===== config.mk =====
export PLATFORM = sky130hd
export DESIGN_NAME = ctx_prio_select
export DESIGN_NICKNAME = d
export VERILOG_FILES = /design/src/rtl/ctx_sel_pkg.sv /design/src/rtl/ctx_sel_qualify.sv /design/src/rtl/ctx_sel_pick.sv /design/src/rtl/ctx_prio_select.sv
export SDC_FILE = /design/constraint.sdc
export NUM_CORES = 1
export LEC_CHECK = 0
export ABC_AREA = 1
export BUFFER_PORTS_ARGS = -buffer_cell sky130_fd_sc_hd__buf_4
export CAP_MARGIN = 40
export CORE_AREA = 2 2 128 130
export CTS_BUF_LIST = sky130_fd_sc_hd__clkbuf_4 sky130_fd_sc_hd__clkbuf_8 sky130_fd_sc_hd__clkbuf_16
export DETAILED_ROUTE_END_ITERATION = 10
export DIE_AREA = 0 0 130 132
export PLACE_DENSITY_LB_ADDON = 0.12
export SLEW_MARGIN = 20
export SYNTH_ARGS = -nofsm -noshare
export SYNTH_HDL_FRONTEND = slang
export SYNTH_HIERARCHICAL = 1
export SYNTH_SLANG_ARGS = --single-unit

===== constraint.sdc =====
create_clock -name clk -period 81.3 [get_ports clk]
set_input_delay 12.195 -clock clk [delete_from_list [all_inputs] [get_ports clk]]
set_output_delay 12.195 -clock clk [all_outputs]
set_load 0.02 [all_outputs]

===== src/rtl/ctx_sel_pkg.sv =====
package ctx_sel_pkg;
    localparam int PRIO_W = 3;
    localparam int WORD_W = 32;

    typedef enum logic [1:0] {
        MODE_USER  = 2'd0,
        MODE_SUPER = 2'd1,
        MODE_HYPER = 2'd2,
        MODE_MACH  = 2'd3
    } ctx_mode_e;
endpackage


===== src/rtl/ctx_sel_qualify.sv =====
module ctx_sel_qualify #(
    parameter int NUM_SRC = 40,
    parameter int NUM_BITS = 64
) (
    input  logic [NUM_BITS-1:0] pend_i,
    input  logic [NUM_BITS-1:0] claim_i,
    input  logic [NUM_BITS-1:0] en_i,
    output logic [NUM_SRC-1:0]  live_o
);
    logic [NUM_BITS-1:0] raw;
    assign raw = pend_i & ~claim_i & en_i;

    // ID 0 is reserved for "none"; IDs 1..NUM_SRC-1 are real sources
    assign live_o = {raw[NUM_SRC-1:1], 1'b0};

    logic unused_bits;
    generate
        if (NUM_BITS > NUM_SRC) begin : g_tail
            assign unused_bits = raw[0] ^ (^raw[NUM_BITS-1:NUM_SRC]);
        end else begin : g_notail
            assign unused_bits = raw[0];
        end
    endgenerate
endmodule


===== src/rtl/ctx_sel_pick.sv =====
module ctx_sel_pick
    import ctx_sel_pkg::*;
#(
    parameter int NUM_SRC = 40,
    parameter int ID_W = 6
) (
    input  logic [NUM_SRC-1:0]        live_i,
    input  logic [NUM_SRC*PRIO_W-1:0] prio_i,
    input  logic [PRIO_W-1:0]         thresh_i,
    output logic [ID_W-1:0]           best_id_o,
    output logic [PRIO_W-1:0]         best_prio_o
);
    // Ascending scan; replace only on strictly greater priority,
    // so equal priorities keep the lower ID.
    always_comb begin
        best_prio_o = thresh_i;
        best_id_o   = '0;
        for (int i = 0; i < NUM_SRC; i++) begin
            if (live_i[i] && (prio_i[i*PRIO_W +: PRIO_W] > best_prio_o)) begin
                best_prio_o = prio_i[i*PRIO_W +: PRIO_W];
                best_id_o   = ID_W'(i);
            end
        end
    end
endmodule


===== src/rtl/ctx_prio_select.sv =====
module ctx_prio_select
    import ctx_sel_pkg::*;
#(
    parameter int NUM_SRC = 40,
    localparam int NUM_WORDS = (NUM_SRC + WORD_W - 1) / WORD_W,
    localparam int NUM_BITS = NUM_WORDS * WORD_W,
    localparam int ID_W = (NUM_SRC > 2) ? $clog2(NUM_SRC) : 1
) (
    input  logic                      clk,
    input  logic                      rst_n,
    input  logic [1:0]                ctx_mode_i,
    input  logic [PRIO_W-1:0]         thresh_i,
    input  logic [NUM_BITS-1:0]       pend_i,
    input  logic [NUM_BITS-1:0]       claim_i,
    input  logic [NUM_BITS-1:0]       en_i,
    input  logic [NUM_SRC*PRIO_W-1:0] src_prio_i,
    output logic                      irq_req_o,
    output logic                      irq_m_o,
    output logic                      irq_s_o,
    output logic [ID_W-1:0]           win_id_o
);
    logic [NUM_SRC-1:0] live;
    logic [ID_W-1:0]    pick_id;
    logic [PRIO_W-1:0]  pick_prio;
    ctx_mode_e          mode;
    logic               seen_edge;

    assign mode = ctx_mode_e'(ctx_mode_i);

    ctx_sel_qualify #(.NUM_SRC(NUM_SRC), .NUM_BITS(NUM_BITS)) u_qual (
        .pend_i (pend_i),
        .claim_i(claim_i),
        .en_i   (en_i),
        .live_o (live)
    );

    ctx_sel_pick #(.NUM_SRC(NUM_SRC), .ID_W(ID_W)) u_pick (
        .live_i     (live),
        .prio_i     (src_prio_i),
        .thresh_i   (thresh_i),
        .best_id_o  (pick_id),
        .best_prio_o(pick_prio)
    );

    always_ff @(posedge clk) begin
        if (!rst_n) begin
            win_id_o  <= '0;
            irq_req_o <= 1'b0;
            irq_m_o   <= 1'b0;
            irq_s_o   <= 1'b0;
            seen_edge <= 1'b0;
        end else begin
            seen_edge <= 1'b1;
            win_id_o  <= pick_id;
            irq_req_o <= (pick_id != '0);
            irq_m_o   <= 1'b0;
            irq_s_o   <= 1'b0;
            unique case (mode)
                MODE_MACH:  irq_m_o <= (pick_id != '0);
                MODE_SUPER: irq_s_o <= (pick_id != '0);
                MODE_USER, MODE_HYPER: ;
            endcase
        end
    end

    // the picked source is pending, unclaimed and enabled
    a_r1_winner_live: assert property (@(posedge clk) disable iff (!rst_n)
        (pick_id != '0) |-> (pend_i[pick_id] && !claim_i[pick_id] && en_i[pick_id]));

    // the winning priority is strictly above the threshold
    a_r2_above_thresh: assert property (@(posedge clk) disable iff (!rst_n)
        (pick_id != '0) |-> (src_prio_i[pick_id*PRIO_W +: PRIO_W] > thresh_i));

    // the winner always lies inside the source range
    a_r5_in_range: assert property (@(posedge clk) disable iff (!rst_n)
        int'(win_id_o) < NUM_SRC);

    // the request and the ID agree every cycle
    a_r6_req_matches_id: assert property (@(posedge clk) disable iff (!rst_n)
        irq_req_o == (win_id_o != '0));

    // at most one line, and only while a request is up
    a_r8_one_line: assert property (@(posedge clk) disable iff (!rst_n)
        $onehot0({irq_m_o, irq_s_o}) && ((irq_m_o || irq_s_o) -> irq_req_o));

    // machine mode routes the request to the machine line
    a_r8_mach_route: assert property (@(posedge clk) disable iff (!rst_n)
        (seen_edge && $past(ctx_mode_i) == 2'd3) |-> (irq_m_o == irq_req_o));
endmodule


==> results of run 1 <==
## area by class of cell
type	count	area [sq um]
clock buffers	3	75.1
flip-flops and latches	9	180
inverters	186	698
repair buffers	252	1890
well taps	216	270
multi-input cells	725	4300
fillers	1735	8290
clock inverters	1	5.00
## routing by layer
layer / GRT usage, % / vias up
met4: 1.14 / 0
met3: 2.39 / 4
li1: - / 3513
met2: 30.1 / 160
met1: 20.8 / 2674
met5: 0 / -
## power by group through the flow
stage | logic, W | registers (W) | clock network [W]
2_1_floorplan | 0.0000736 | 0.00000751 | 0
3_3_place_gp | 0.0000987 | 0.00000596 | 0
3_5_place_dp | 0.0000994 | 0.00000601 | 0
4_1_cts | 0.000100 | 0.00000591 | 0.00000925
5_1_grt | 0.000115 | 0.00000607 | 0.00000961
6_report | 0.0000994 | 0.00000591 | 0.00000904
## stage by stage
step | worst slack [ns] | std cells | area, sq um
floorplan | 31.94 | 922 | 5190
global placement | 27.29 | 1388 | 7340
detailed placement | 27.09 | 1388 | 7340
CTS | 27.21 | 1392 | 7420
global route | 22.43 | 1392 | 7420
finish | 27.41 | 1392 | 7420
## sequential cells by signal, summed over array words and instances, names as in the netlist
signal     cells
irq_s_o        1
win_id_o       6
irq_m_o        1
irq_req_o      1
## critical path, delay by kind of cell
kind                     cells  cell delay, ns
adder cells (fa/ha/maj)     39           11.23
buffers and inverters       28            2.01
AO/OA/AOI/OAI               75           17.30
AND/OR/NAND/NOR            113           11.28
## worst paths after layout
| kind | slack, ns | startpoint | end |
|---|---|---|---|
| max | 27.41 | thresh_i[0] | irq_req_o |
| min | 12.20 | ctx_mode_i[1] | irq_s_o |
==> run summary, run 1 <==
Gate power share: 86.9%
most common cell after layout, fill and taps aside: buf_4
clk slew on worst S/H paths: 0.04 ns
Synth Warn #: 6
CP endpoint kind: flip-flop
switching portion of total power: 51.7%
antenna violations before repair: 0
total power: 0.000114 W
wire length on met3: 928 microns
Area growth syn-to-layout: 42.9%
core box area: 0.0157 sq mm
total of max-cap violations: 0
Final setup viols: 0
crit-path most repeated cell: nand2_2
Layout Nets: 1,541
status: finished clean
Sequential Power Share: 5.2%
hold crit path type: primary input to flip-flop
Crit path largest cell delay: 0.33 ns
most frequent cells in the layout: buf_4 (252), nand2_1 (197), inv_1 (170)
Post-Route WL: 14,400 microns
CTS max path bufs: 2
Final period util: 66.3%
post-cts repair resize count: 0
post-layout min period: 53.89 ns
antenna-violating nets left: 0
GRT overflow: 0
drt drc: 0
Starting Density: 33.1%
DP HPWL: 13,300 microns
synthesized cell area: 0.00519 sq mm
drt first-iter violations: 169
routed len/inst: 10.3 microns
CTS Sinks: 9
Finished Core Util: 47.3%
Post-CTS Hold Fix Bufs: 0
wire length on met2: 6870 microns
Max Freq: 18.6 MHz
Die Height: 132 microns
Placer Congestion: 0.794
num rows: 46
Crit-path slowest cell: o32ai_1
Top-Level Pins: 328
post-DR vias/cell: 4.56
pin count of the biggest net entering global routing: 9
CP arrival: 54.08 ns
Die Span X: 130 microns
H-tree Lvls: 1
Startpoint Class: primary input
Sw Pwr: 0.0000591 W
cell area power density: 15.4 mW/mm^2
Crit Path Max Fanout: 7
Slew Limit Fails: 0
postcts setup bufs: 0
PortBufs: 252
Synth Net Count: 1,286
TritonCTS clock tree: done
diodes inserted: 0
first-pass GRT wire length: 24,500 microns
Mean Syn Cell Area: 5.63 sq um
Clock Tree Root: clkbuf_16
WHS: 12.20 ns
RSZ-0062 raised after global routing: no
worst path required time: 81.49 ns
VDD IR-drop max: 0.00769 mV
layout cells sized above 1: 39.7%
CTS buffer count: 3
Leakage: 4.31 nW
vias in the first global route: 5,923
WS Path Type: primary input to flip-flop
DR top layer: met4
gr usage total: 16.4%
number of cells on the worst hold path: 4
Die Area: 0.0172 sq mm
power share of the clock group: 7.9%
DR pass1 iterations: 5
Fin. Hold Viols: 0
DRT met1 WL: 6570 microns
TNS Setup: 0 ns
Post-Syn Instances: 922
vias post-DR: 6,351
P_int: 0.0000552 W
Power figures use the tool's default switching activity.
==> run 2: changes to the inputs <==
Clock period 81.3 ns to 55.9 ns, I/O delays scaled along.
==> run summary, run 2 (same netlist as run 1, synthesis figures left out) <==
Starting Density: 33.1% (unchanged)
post-layout min period: 50.03 ns
most common cell after layout, fill and taps aside: buf_4
hold crit path type: primary input to flip-flop
multi-input logic area: 0.00430 sq mm (unchanged)
DR pass1 iterations: 4 (-1)
Final period util: 89.5%
first-pass GRT wire length: 24,900 microns (+1.7%)
Gate power share: 86.9% (about the same)
Crit-path slowest cell: o32ai_1
Die Area: 0.0172 sq mm (unchanged)
Post-Route WL: 14,400 microns (about the same)
routed len/inst: 10.3 microns (about the same)
post-cts repair resize count: 0 (unchanged)
postcts setup bufs: 0 (unchanged)
drt first-iter violations: 165 (-2.4%)
Most flops, register: win_id_o
Area growth syn-to-layout: 42.9% (unchanged)
number of flip-flops in the largest register: 6 (unchanged)
P_int: 0.0000804 W (+46%)
most frequent cells in the layout: buf_4 (252), nand2_1 (197), inv_1 (170)
Die Span X: 130 microns (unchanged)
DP HPWL: 13,400 microns (+0.71%)
num rows: 46 (unchanged)
Storage cell area: 180 sq um (unchanged)
filler-free cell count of the finished design: 1,392 (unchanged)
vias post-DR: 6,322 (-0.46%)
Final setup viols: 0 (unchanged)
diodes inserted: 0 (unchanged)
antenna violations before repair: 0 (unchanged)
Crit path largest cell delay: 0.33 ns (about the same)
worst path required time: 56.08 ns (-25.41 ns)
Slew Limit Fails: 0 (unchanged)
PortBufs: 252 (unchanged)
GRT overflow: 0 (unchanged)
CP arrival: 50.21 ns (-3.87 ns)
clk slew on worst S/H paths: 0.04 ns (about the same)
layout cells sized above 1: 39.7% (unchanged)
TritonCTS clock tree: done
Sequential Power Share: 5.2% (about the same)
Max Freq: 20.0 MHz
vias in the first global route: 6,079 (+2.6%)
VDD IR-drop max: 0.00993 mV (+29%)
switching portion of total power: 51.6% (-0.11 points)
CTS buffer count: 3 (unchanged)
Die Height: 132 microns (unchanged)
CTS Sinks: 9 (unchanged)
Sw Pwr: 0.0000857 W (+45%)
total of max-cap violations: 0 (unchanged)
WS Path Type: primary input to flip-flop
Placer Congestion: 0.794 (about the same)
# placed instances: 1,388 (unchanged)
Fin. Hold Viols: 0 (unchanged)
Leakage: 4.31 nW (unchanged)
fill count: 1,749 (+0.81%)
drt drc: 0 (unchanged)
Startpoint Class: primary input
Clock Tree Root: clkbuf_16
Crit Path Max Fanout: 7 (unchanged)
TNS Setup: 0 ns (unchanged)
Layout Nets: 1,541 (unchanged)
crit-path most repeated cell: nand2_2
H-tree Lvls: 1 (unchanged)
post-DR vias/cell: 4.54 (-0.46%)
power share of the clock group: 7.9% (about the same)
core box area: 0.0157 sq mm (unchanged)
Post-CTS Hold Fix Bufs: 0 (unchanged)
antenna-violating nets left: 0 (unchanged)
RSZ-0062 raised after global routing: no
pin count of the biggest net entering global routing: 9 (unchanged)
status: finished clean
cell area power density: 22.4 mW/mm^2 (+45%)
gr usage total: 16.6% (+0.27 points)
Top-Level Pins: 328 (unchanged)
CP endpoint kind: flip-flop
CTS max path bufs: 2 (unchanged)
run 2: power groups by stage:
stage / Sequential, W / Clock (W) / Combinational [W]
floorplan: 0.0000109 / 0 / 0.000107
global placement: 0.00000867 / 0 / 0.000144
detailed placement: 0.00000881 / 0 / 0.000145
CTS: 0.00000867 / 0.0000135 / 0.000146
global route: 0.00000879 / 0.0000137 / 0.000167
finish: 0.00000863 / 0.0000131 / 0.000144
run 2: per-stage QoR:
step | area (sq um) | hold WS [ns] | worst slack, ns | power [W] | util, %
after detailed placement | 7340 | 8.64 | 5.39 | 0.000153 | 46.7
after floorplan | 5190 | 8.54 | 10.35 | 0.000118 | -
after CTS | 7420 | 8.39 | 5.54 | 0.000168 | 47.3
final | 7420 | 8.39 | 5.87 | 0.000166 | 47.3
after global placement | 7340 | 8.64 | 5.71 | 0.000152 | 46.7
after global routing | 7420 | 8.42 | 0.610 | 0.000190 | 47.3
run 2: critical path, delay by kind of cell:
| kind | cells | cell delay [ns] |
|---|---|---|
| buf+inv | 27 | 1.87 |
| simple gates | 116 | 11.54 |
| compound gates | 75 | 17.11 |
| fa+ha+maj | 39 | 11.28 |
run 2: final timing paths:
check	endpoint	slack, ns	cells past startpoint	startpoint
worst min-delay path	irq_s_o	8.39	4	ctx_mode_i[1]
worst max-delay path	irq_m_o	5.87	257	thresh_i[0]
run 2: layout make-up:
cell class                 count  area share, %
timing repair buffer         252           25.5
inverter                     186           9.40
clock buffer                   3           1.01
tap                          216           3.64
sequential                     9           2.43
clock inverter                 1         0.0674
multi-input combinational    725           58.0
run 2: layer usage:
layer / track usage, % / share of wire (%) / up-vias
met5: 0 / 0 / -
met4: 1.31 / 0.49 / 0
met3: 2.31 / 6.3 / 10
met2: 30.3 / 47 / 159
met1: 21.3 / 46 / 2650
li1: - / - / 3503
==> run 3: changes to the inputs <==
Settings changed: PLACE_DENSITY_LB_ADDON 0.12 to unset, SLEW_MARGIN 20 to unset.
==> run summary, run 3 (same netlist as run 1, synthesis figures left out) <==
Slew Limit Fails: 0 (unchanged)
DR pass1 iterations: 4 (unchanged)
drt first-iter violations: 181 (+9.7%)
pin count of the biggest net entering global routing: 9 (unchanged)
WS Path Type: primary input to flip-flop
fill count: 1,768 (+1.1%)
core box area: 0.0157 sq mm (unchanged)
total of max-cap violations: 0 (unchanged)
num rows: 46 (unchanged)
total power: 0.000166 W (+0.12%)
CTS Sinks: 9 (unchanged)
worst path required time: 56.08 ns (about the same)
number of flip-flops in the largest register: 6 (unchanged)
post-layout min period: 49.96 ns (-0.0685 ns)
Die Span X: 130 microns (unchanged)
hold crit path type: primary input to flip-flop
CTS max path bufs: 2 (unchanged)
setup slack after layout: 5.94 ns (+0.0685 ns)
WHS: 8.39 ns (+0.00235 ns)
clk slew on worst S/H paths: 0.04 ns (about the same)
Starting Density: 33.1% (unchanged)
CTS buffer count: 3 (unchanged)
cell count along the critical path: 257 (unchanged)
Max Freq: 20.0 MHz (+0.14%)
routed len/inst: 10.7 microns (+3.8%)
Crit-path slowest cell: o32ai_1
Layout Nets: 1,541 (unchanged)
Most flops, register: win_id_o
Fin. Hold Viols: 0 (unchanged)
critical path's top delay family: compound AO/OA/AOI/OAI gates
TritonCTS clock tree: done
Final setup viols: 0 (unchanged)
post-cts repair resize count: 0 (unchanged)
Die Area: 0.0172 sq mm (unchanged)
VDD IR-drop max: 0.0113 mV (+13%)
DP HPWL: 13,900 microns (+3.7%)
Setup Slack @ Placement: 5.43 ns (+0.0458 ns)
crit-path most repeated cell: nand2_2
Clock Tree Root: clkbuf_16
postcts setup bufs: 0 (unchanged)
most frequent cells in the layout: buf_4 (252), nand2_1 (197), inv_1 (170)
TNS Setup: 0 ns (unchanged)
GRT overflow: 0 (unchanged)
vias post-DR: 6,396 (+1.2%)
Crit path largest cell delay: 0.34 ns (about the same)
Placer Congestion: 0.814 (+2.5%)
Area growth syn-to-layout: 43.0% (about the same)
PortBufs: 252 (unchanged)
Leakage: 4.31 nW (about the same)
Worst setup endpoint: irq_req_o
vias in the first global route: 5,961 (-1.9%)
H-tree Lvls: 1 (unchanged)
Die Height: 132 microns (unchanged)
cell area power density: 22.4 mW/mm^2 (about the same)
most common cell after layout, fill and taps aside: buf_4
drt drc: 0 (unchanged)
gr usage total: 16.8% (+0.17 points)
Post-Route WL: 14,900 microns (+3.8%)
layout cells sized above 1: 39.7% (unchanged)
Startpoint Class: primary input
antenna-violating nets left: 0 (unchanged)
Critical path origin: thresh_i[0]
diodes inserted: 0 (unchanged)
first-pass GRT wire length: 24,600 microns (-1.3%)
Finished Core Util: 47.3% (about the same)
min-delay src: ctx_mode_i[1]
Buf/Inv on CP: 28 (+3.7%)
post-DR vias/cell: 4.59 (+1.2%)
Top-Level Pins: 328 (unchanged)
RSZ-0062 raised after global routing: no
CP endpoint kind: flip-flop
antenna violations before repair: 0 (unchanged)
Crit Path Max Fanout: 7 (unchanged)
status: finished clean
CP arrival: 50.14 ns (-0.07 ns)
Final period util: 89.4% (-0.12 points)
Post-CTS Hold Fix Bufs: 0 (unchanged)
## run 3: cell count changes in the layout (fill, tap and decap cells not counted)
cell      previous run  this run
clkbuf_4             0         1
clkinv_2             1         0
## run 3: cell type report
cell class | count | area, sq um | share of cell area [%]
Sequential cell | 9 | 180 | 2.43
Inverter | 186 | 698 | 9.40
Timing Repair Buffer | 252 | 1890 | 25.5
Multi-Input combinational cell | 725 | 4300 | 58.0
Tap cell | 216 | 270 | 3.64
Clock buffer | 4 | 82.6 | 1.11
## run 3: per-stage QoR
| stage | area, sq um | cells |
|---|---|---|
| finish | 7430 | 1392 |
| global route | 7430 | 1392 |
| CTS | 7430 | 1392 |
| detailed placement | 7340 | 1388 |
| global placement | 7340 | 1388 |
| floorplan | 5190 | 922 |
## run 3: worst min path at each step
stage / to / depth (start not counted) / slack, ns
6_report: irq_s_o / 4 / 8.39
4_1_cts: irq_s_o / 4 / 8.39
5_1_grt: irq_s_o / 4 / 8.41
3_3_place_gp: irq_s_o / 4 / 8.64
3_5_place_dp: irq_s_o / 4 / 8.64
2_1_floorplan: irq_s_o / 3 / 8.54
## run 3: report_power, final
group	total, W	switching, W	internal, W
registers	0.00000889	0.000000694	0.00000820
clock network	0.0000133	0.00000325	0.0000100
logic	0.000144	0.0000815	0.0000626
total	0.000166	0.0000855	0.0000808
## run 3: metal layers
layer / vias up / global-route usage, % / share of wire, %
li1: 3516 / - / -
met1: 2698 / 21.2 / 45
met5: - / 0 / 0
met2: 173 / 30.2 / 47
met3: 9 / 3.00 / 7.9
met4: 0 / 2.33 / 0.91
